[config.mk]
export PLATFORM = sky130hd
export DESIGN_NAME = nextpc_resolver
export DESIGN_NICKNAME = d
export VERILOG_FILES = /design/src/rtl/nextpc_resolver.sv
export SDC_FILE = /design/constraint.sdc
export NUM_CORES = 1
export LEC_CHECK = 0
export ABC_CLOCK_PERIOD_IN_PS = 4600
export BUFFER_PORTS_ARGS = -buffer_cell sky130_fd_sc_hd__buf_4
export CORE_AREA = 2 2 231 233
export DETAILED_ROUTE_END_ITERATION = 12
export DIE_AREA = 0 0 233 235
export PLACE_DENSITY = 0.57
export REMOVE_ABC_BUFFERS = 1
export SYNTH_ARGS = -nofsm -noshare
export SYNTH_HDL_FRONTEND = slang
export SYNTH_SLANG_ARGS = --single-unit
[constraint.sdc]
create_clock -name clk -period 4.6 [get_ports clk]
set_input_delay 0.46 -clock clk [delete_from_list [all_inputs] [get_ports clk]]
set_output_delay 0.46 -clock clk [all_outputs]
set_load 0.02 [all_outputs]
[src/rtl/nextpc_resolver.sv]
module nextpc_resolver #(
  parameter int XLEN = 64
) (
  input  logic            clk,
  input  logic            rst_n,
  input  logic [3:0]      op,
  input  logic            wide_mode,
  input  logic [XLEN-1:0] rs1_val,
  input  logic [XLEN-1:0] rs2_val,
  input  logic [XLEN-1:0] imm,
  input  logic [XLEN-1:0] cur_pc,
  input  logic [XLEN-1:0] seq_pc,
  input  logic [XLEN-1:0] epc,
  input  logic [3:0]      status_in,
  output logic [XLEN-1:0] next_pc,
  output logic            link_we,
  output logic            link_to_ra,
  output logic [XLEN-1:0] link_data,
  output logic            trap,
  output logic [1:0]      trap_cause,
  output logic [XLEN-1:0] bad_addr,
  output logic [3:0]      status_out
);
  localparam logic [3:0] OP_BEQ = 4'd1, OP_BNE = 4'd2, OP_BLT = 4'd3,
    OP_BGE = 4'd4, OP_BLTU = 4'd5, OP_BGEU = 4'd6, OP_J = 4'd7,
    OP_JAL = 4'd8, OP_JALR = 4'd9, OP_CBEQ = 4'd10, OP_CBNE = 4'd11,
    OP_CJ = 4'd12, OP_CJR = 4'd13, OP_ERET = 4'd14;
  localparam int ST_S = 0, ST_PS = 1, ST_ET = 2, ST_EC = 3;

  logic [XLEN-1:0] ua, ub, sa, sb, tgt, align_mask;
  logic eq, slt, ult, xfer, lnk, ra, illegal, mis;

  generate
    if (XLEN > 32) begin : g_trunc
      assign ua = wide_mode ? rs1_val : {{(XLEN-32){1'b0}}, rs1_val[31:0]};
      assign ub = wide_mode ? rs2_val : {{(XLEN-32){1'b0}}, rs2_val[31:0]};
      assign sa = wide_mode ? rs1_val : {{(XLEN-32){rs1_val[31]}}, rs1_val[31:0]};
      assign sb = wide_mode ? rs2_val : {{(XLEN-32){rs2_val[31]}}, rs2_val[31:0]};
    end else begin : g_plain
      assign ua = rs1_val;
      assign ub = rs2_val;
      assign sa = rs1_val;
      assign sb = rs2_val;
    end
  endgenerate

  assign eq  = (ua == ub);
  assign ult = (ua < ub);
  assign slt = ($signed(sa) < $signed(sb));

  always_comb begin
    xfer    = 1'b0;
    lnk     = 1'b0;
    ra      = 1'b0;
    illegal = 1'b0;
    tgt     = cur_pc + imm;
    case (op)
      OP_BEQ, OP_CBEQ: xfer = eq;
      OP_BNE, OP_CBNE: xfer = !eq;
      OP_BLT:  xfer = slt;
      OP_BGE:  xfer = !slt;
      OP_BLTU: xfer = ult;
      OP_BGEU: xfer = !ult;
      OP_J, OP_CJ: xfer = 1'b1;
      OP_JAL: begin xfer = 1'b1; lnk = 1'b1; ra = 1'b1; end
      OP_JALR: begin xfer = 1'b1; lnk = 1'b1; tgt = rs1_val + imm; end
      OP_CJR: begin xfer = 1'b1; lnk = imm[5]; ra = 1'b1; tgt = rs1_val; end
      OP_ERET: begin
        tgt = epc;
        if (status_in[ST_ET]) illegal = 1'b1;
        else xfer = 1'b1;
      end
      default: ;
    endcase
  end

  assign align_mask = status_in[ST_EC] ? XLEN'(1) : XLEN'(3);
  assign mis        = xfer && ((tgt & align_mask) != '0);
  assign trap       = mis || illegal;
  assign trap_cause = mis ? 2'd1 : (illegal ? 2'd2 : 2'd0);
  assign next_pc    = (xfer && !mis) ? tgt : seq_pc;
  assign link_we    = lnk && !trap;
  assign link_to_ra = ra;
  assign link_data  = seq_pc;

  always_comb begin
    status_out = status_in;
    if (op == OP_ERET && !trap) begin
      status_out[ST_ET] = 1'b1;
      status_out[ST_S]  = status_in[ST_PS] ? status_in[ST_S] : 1'b0;
    end
  end

  always_ff @(posedge clk or negedge rst_n) begin
    if (!rst_n)   bad_addr <= '0;
    else if (mis) bad_addr <= tgt;
  end

  a_r10_trap_blocks_link: assert property (@(posedge clk) disable iff (!rst_n)
    trap |-> !link_we && status_out == status_in);
  a_r4_trap_keeps_seq: assert property (@(posedge clk) disable iff (!rst_n)
    trap |-> next_pc == seq_pc);
  a_r4_bad_addr_holds: assert property (@(posedge clk) disable iff (!rst_n)
    trap_cause != 2'd1 |=> $stable(bad_addr));
  a_r3_committed_aligned: assert property (@(posedge clk) disable iff (!rst_n)
    (!trap && next_pc != seq_pc) |->
      (status_in[ST_EC] ? !next_pc[0] : next_pc[1:0] == 2'b00));
  a_r9_eret_enables_traps: assert property (@(posedge clk) disable iff (!rst_n)
    (op == OP_ERET && !trap) |-> status_out[ST_ET] && next_pc == epc);
  a_r8_eret_illegal: assert property (@(posedge clk) disable iff (!rst_n)
    (op == OP_ERET && status_in[ST_ET]) |-> trap && trap_cause == 2'd2);
endmodule

Yosys cells after proc, flatten, opt, wreduce, memory -nomap -nowiden
Cells that the tools add are included.
{"block": "totals", "reg_bits": 64, "latchBits": 0, "ram_bits": 0, "rom_bits": 0, "input_bits": 395, "memories": 0}
{"block": "classes", "add_sub_neg": 2, "multipliers": 0, "div_mod_pow": 0, "magnitude_cmp": 2, "n_eq_ne": 15, "shift": 0, "n_mux": 18, "n_bitwise": 1, "reduce_logical": 16}
{"op": "64-bit two-way mux", "count": 5}
{"op": "64-bit case mux with 3 select lines", "count": 1}
{"op": "64-bit adder", "count": 2}
{"op": "64-bit less-than comparator", "count": 2}
{"op": "64-bit by 2-bit bitwise AND with 64-bit output", "count": 1}
{"op": "64-bit == test", "count": 1}
{"op": "64-bit nonzero test", "count": 1}
{"op": "4-bit == test (second input constant)", "count": 7}
{"op": "4-bit by 3-bit == test with 1-bit output (second input constant)", "count": 4}
{"op": "4-bit by 2-bit == test with 1-bit output (second input constant)", "count": 2}
{"op": "1-bit case mux with 8 select lines", "count": 1}
{"op": "2-bit OR reduction", "count": 4}
{"op": "1-bit two-way mux", "count": 7}
{"op": "2-bit two-way mux", "count": 3}
{"op": "1-bit logical NOT", "count": 5}
{"op": "5-bit OR reduction", "count": 1}
{"op": "4-bit by 1-bit == test with 1-bit output (second input constant)", "count": 1}
{"op": "1-bit logical AND", "count": 4}
{"op": "1-bit case mux with 2 select lines", "count": 1}
{"op": "1-bit logical OR", "count": 1}

Depth between registers and ports, before layout
{"block": "depth", "ltp_word": 9, "mapped_depth": 18}

Least setup slack after synthesis
Ideal clock, no wire load.
{"block": "synth_path", "path_kind": "input to output", "start": "input port op[3]", "end": "output port next_pc[63]", "arrival_ns": 4.671, "required_ns": 4.140, "slack_ns": -0.531, "cell_stages": 17, "path_buffers": 3, "cell_sequence": "clkbuf_1 nand2b_1 nor2b_1 clkbuf_1 clkbuf_1 mux2_2 ha_1 and3_1 and2_1 a221oi_1 o21ai_0 a31oi_1 o21ai_0 a21oi_1 nor3b_1 o21ai_0 a32oi_1"}
{"block": "synth_between", "elab_chain_cells": 8, "word_cells_on_any_way": 25}
{"element": "start, declared", "line": "6", "text": "input logic [3:0] op,"}
{"element": "4-bit == test", "line": "57", "text": "case (op)"}
{"element": "64-bit case mux with 3 select lines", "line": "57"}
{"element": "64-bit by 2-bit bitwise AND with 64-bit output", "line": "78", "text": "assign mis = xfer && ((tgt & align_mask) != '0);"}
{"element": "64-bit nonzero test", "line": "78"}
{"element": "1-bit logical AND", "line": "78"}
{"element": "1-bit logical NOT", "line": "81", "text": "assign next_pc = (xfer && !mis) ? tgt : seq_pc;"}
{"element": "1-bit logical AND", "line": "81"}
{"element": "64-bit two-way mux (*)", "line": "81"}
{"element": "end, declared", "line": "15", "text": "output logic [XLEN-1:0] next_pc,"}
Mark *: on every way between the ends. The rest lies on a longest branch, timed or not.

Final worst setup path
{"block": "layout_path", "start": "input port op[1]", "end": "output port next_pc[57]"}
Same word-level chain as after synthesis.

==> impl_metrics.yaml <==
synthesis:
  synthDominantAreaCellType: "ha_1"
  synth_sequential_area_ratio: 0.124
  synth_area_um2: 12900
  synth_cells: 1579
  syn_area_per_cell_um2: 8.19
  netlist_top_cells_area: "ha_1 15%, dfrtp_1 12%, mux2_4 11%, mux2_2 7.1%, a21oi_1 6.2%"
  synth-edff-count: 0
  synth_largest_type_area_fraction: 0.154
  ys.warnings.count: 0
  async_reset_ff_frac: 1.00
  synth_seq_cells: 64
  synthDistinctLibCells: 74
  synthFlopType: "dfrtp_1"
timing:
  timing.slew.headroom: 0.316
  tightest_slew_ns: 1.03
  timing_max_transition_violations_final: 0
  timing_hold_violations_final: 0
  timing.final.crit_period_ns: 4.73
  whs_ns: 0.252
  final_worst_path_cycle_share: 1.03
  fin_ws_ns: -0.127
  clock-skew-final_ns: 0
  setup_viol_count_final: 37
  rsz_0062_raised_after_global_routing: "true"
  fmaxAchievable_mhz: 212
detailed_routing:
  drt_first_iter_violations: 795
  detail_route.first_pass.iterations: 5
  ant_nets: 0
  detail_route.drc_violations: 0
  routed_wl_um: 74100
  wl_per_cell_um: 23.1
  routed_via_density: 5.06
  vias_post_dr: 16200
worst_setup_path:
  worst-endpoint-required_ns: 4.14
  worstSetupStartpointType: "input pin"
  crit_arrival_ns: 4.27
  path_max_fanout: 8
  regToRegSetupSlack_ns: 3.80
  crit_path_end_kind: "primary output"
  critPathKind: "input pin to primary output"
power:
  max-vdd-ir-drop_mv: 0.255
  power.leakage_nw: 11.7
  power_per_standard_cell_area_nw_per_um2: 277
die:
  overall_die_area_um2: 54800
  area_of_the_placeable_core_um2: 52200
  core.rowCount: 84
  die_w_um: 233
  io-pin-count: 596
  chipHeight_um: 235
  start_util: 0.248
cts:
  clk_transition_reported_paths_ns: 0.06
  clock_buffer_count_from_cts: 9
  cts_sinks: 64
  tritoncts: "built"
  cts.htree.levels: 3
  number_of_buffers_on_the_longest_clock_path: 2
  clock-root-buffer: "clkbuf_16"
  worstSkewPairLatency_ns: 0.38
global_route:
  grt_pass1_wl_um: 104000
  first_global_vias: 16400
  antenna_violations_before_repair: 17
  grt.overflow.total: 0
  grt_max_degree: 65
  grt_use_total: 0.253
finish:
  largest_register_by_flop_count: "bad_addr"
  drive_gt1_frac: 0.616
  area_growth_pct: 88.9
  layout.cells.non_filler: 3207
  filler_cell_count: 4954
  reg_top3: "bad_addr x64"
  largest_register_ffs: 64
  fin_nets: 3060
worst_hold_path:
  hold_path_class: "input pin to asynchronous set/reset pin"
placement:
  placement.io_buffers: 595
  post-place-cells: 3083
  place.detailed.hpwl_um: 59200
  gp_congestion: 0.945
job:
  drv.max_cap_violation_count: 0
run_status:
  status: "complete, but fails checks"
  failing_checks: "negative setup slack"
## logic make-up after synthesis
| group | after synthesis | synth area share |
|---|---|---|
| xor+xnor | 51 | 0.0345 |
| flops | 64 | 0.124 |
| compound gates | 494 | 0.240 |
| mux | 192 | 0.193 |
| fa+ha+maj | 160 | 0.155 |
| buf+inv | 213 | 0.0911 |
| simple gates | 405 | 0.162 |
## cells in the final DEF (no fill, tap or decap), drive strengths merged, types with 4 or more instances in the layout
cell type,instances
and2,39
mux2i,13
nor3,22
nand2b,44
nand4,34
o31ai,18
mux2,179
a211oi,10
or3,4
or4,7
o21bai,20
a2111oi,5
clkbuf,15
a21oi,160
a21boi,4
a221oi,12
nor4,8
nand2,128
nand3,31
a31oi,12
buf,1061
o21ai,112
bufinv,4
or2,7
o21a,10
a22oi,58
ha,159
dfrtp,64
nor2b,10
inv,62
xor2,21
xnor2,30
and3,12
diode,9
o211ai,7
nor2,47
a21o,40
## routing by layer
| metal | GRT usage | part of all wire |
|---|---|---|
| met4 | 0.0616 | 0.023 |
| met3 | 0.0504 | 0.066 |
| met5 | 0 | 0.00077 |
| met2 | 0.455 | 0.51 |
| met1 | 0.305 | 0.40 |
## metrics by stage
step / util / TNS (ns) / cell area [µm²] / worst slack, ns / total power, mW
2_1_floorplan: - / -275.10 / 12000 / -2.58 / 2.98
3_3_place_gp: 0.388 / -24.43 / 20300 / -0.776 / 5.04
3_5_place_dp: 0.388 / -26.92 / 20300 / -0.833 / 5.07
4_1_cts: 0.437 / -0.916 / 22800 / -0.156 / 6.41
5_1_grt: 0.467 / -6.27 / 24400 / -0.231 / 7.09
6_report: 0.467 / -1.35 / 24400 / -0.127 / 6.75
## Yosys cell counts (34+ instances only)
cell type / count
and2_1: 39
a21o_1: 40
dfrtp_1: 64
buf_4: 67
ha_1: 159
o21ai_0: 110
nand2_1: 126
inv_1: 62
a21oi_1: 160
clkbuf_1: 67
nor2_1: 47
mux2_2: 82
nand4_1: 34
a22oi_1: 58
mux2_4: 93
nand2b_1: 44
## critical path, stage by stage
cell	delay [ns]
buf_6	0.09
nand2b_4	0.14
nor2b_4	0.17
buf_12	0.20
buf_12	0.14
buf_6	0.09
mux2_4	0.30
ha_4	0.28
buf_6	0.12
nand4_1	0.14
buf_4	0.17
o211a_1	0.22
a21oi_2	0.18
a31oi_1	0.10
buf_4	0.17
o21ai_4	0.13
buf_6	0.14
a21oi_4	0.07
buf_6	0.14
or4_4	0.41
nand3_2	0.10
mux2_4	0.16
buf_6	0.11
## what timing repair did
action,in CTS,in global routing
cloned,5,4
endpoints found under the setup margin,63,68
resized for setup,349,238
setup buffers,55,45
pin swaps,103,101
hold buffers,0,0
## layout make-up
cell class	count	area (µm²)	area share
diodes	9	22.5	0.000922
clock inverters	5	128	0.00523
flip-flops and latches	64	1600	0.0656
well taps	688	861	0.0353
clock buffers	11	243	0.00994
multi-input cells	1302	12400	0.510
repair buffers	1065	8870	0.363
inverters	63	243	0.00994
## worst paths after layout
kind                                           from                  endpoint  cells past startpoint
min                                           rst_n   bad_addr[9]$_DFFE_PN0P_                      1
max reg2reg                bad_addr[40]$_DFFE_PN0P_  bad_addr[40]$_DFFE_PN0P_                      1
min in group clk                            epc[31]  bad_addr[31]$_DFFE_PN0P_                      4
max in group asynchronous                     rst_n  bad_addr[53]$_DFFE_PN0P_                      1
min reg2reg                 bad_addr[8]$_DFFE_PN0P_   bad_addr[8]$_DFFE_PN0P_                      1
max                                           op[1]               next_pc[57]                     23
## power breakdown
| part | switching (mW) | internal (mW) |
|---|---|---|
| Sequential | 0.177 | 0.841 |
| Clock | 0.324 | 0.600 |
| Combinational | 2.31 | 2.50 |
| Total | 2.81 | 3.94 |
(Power assumes the default switching activity.)
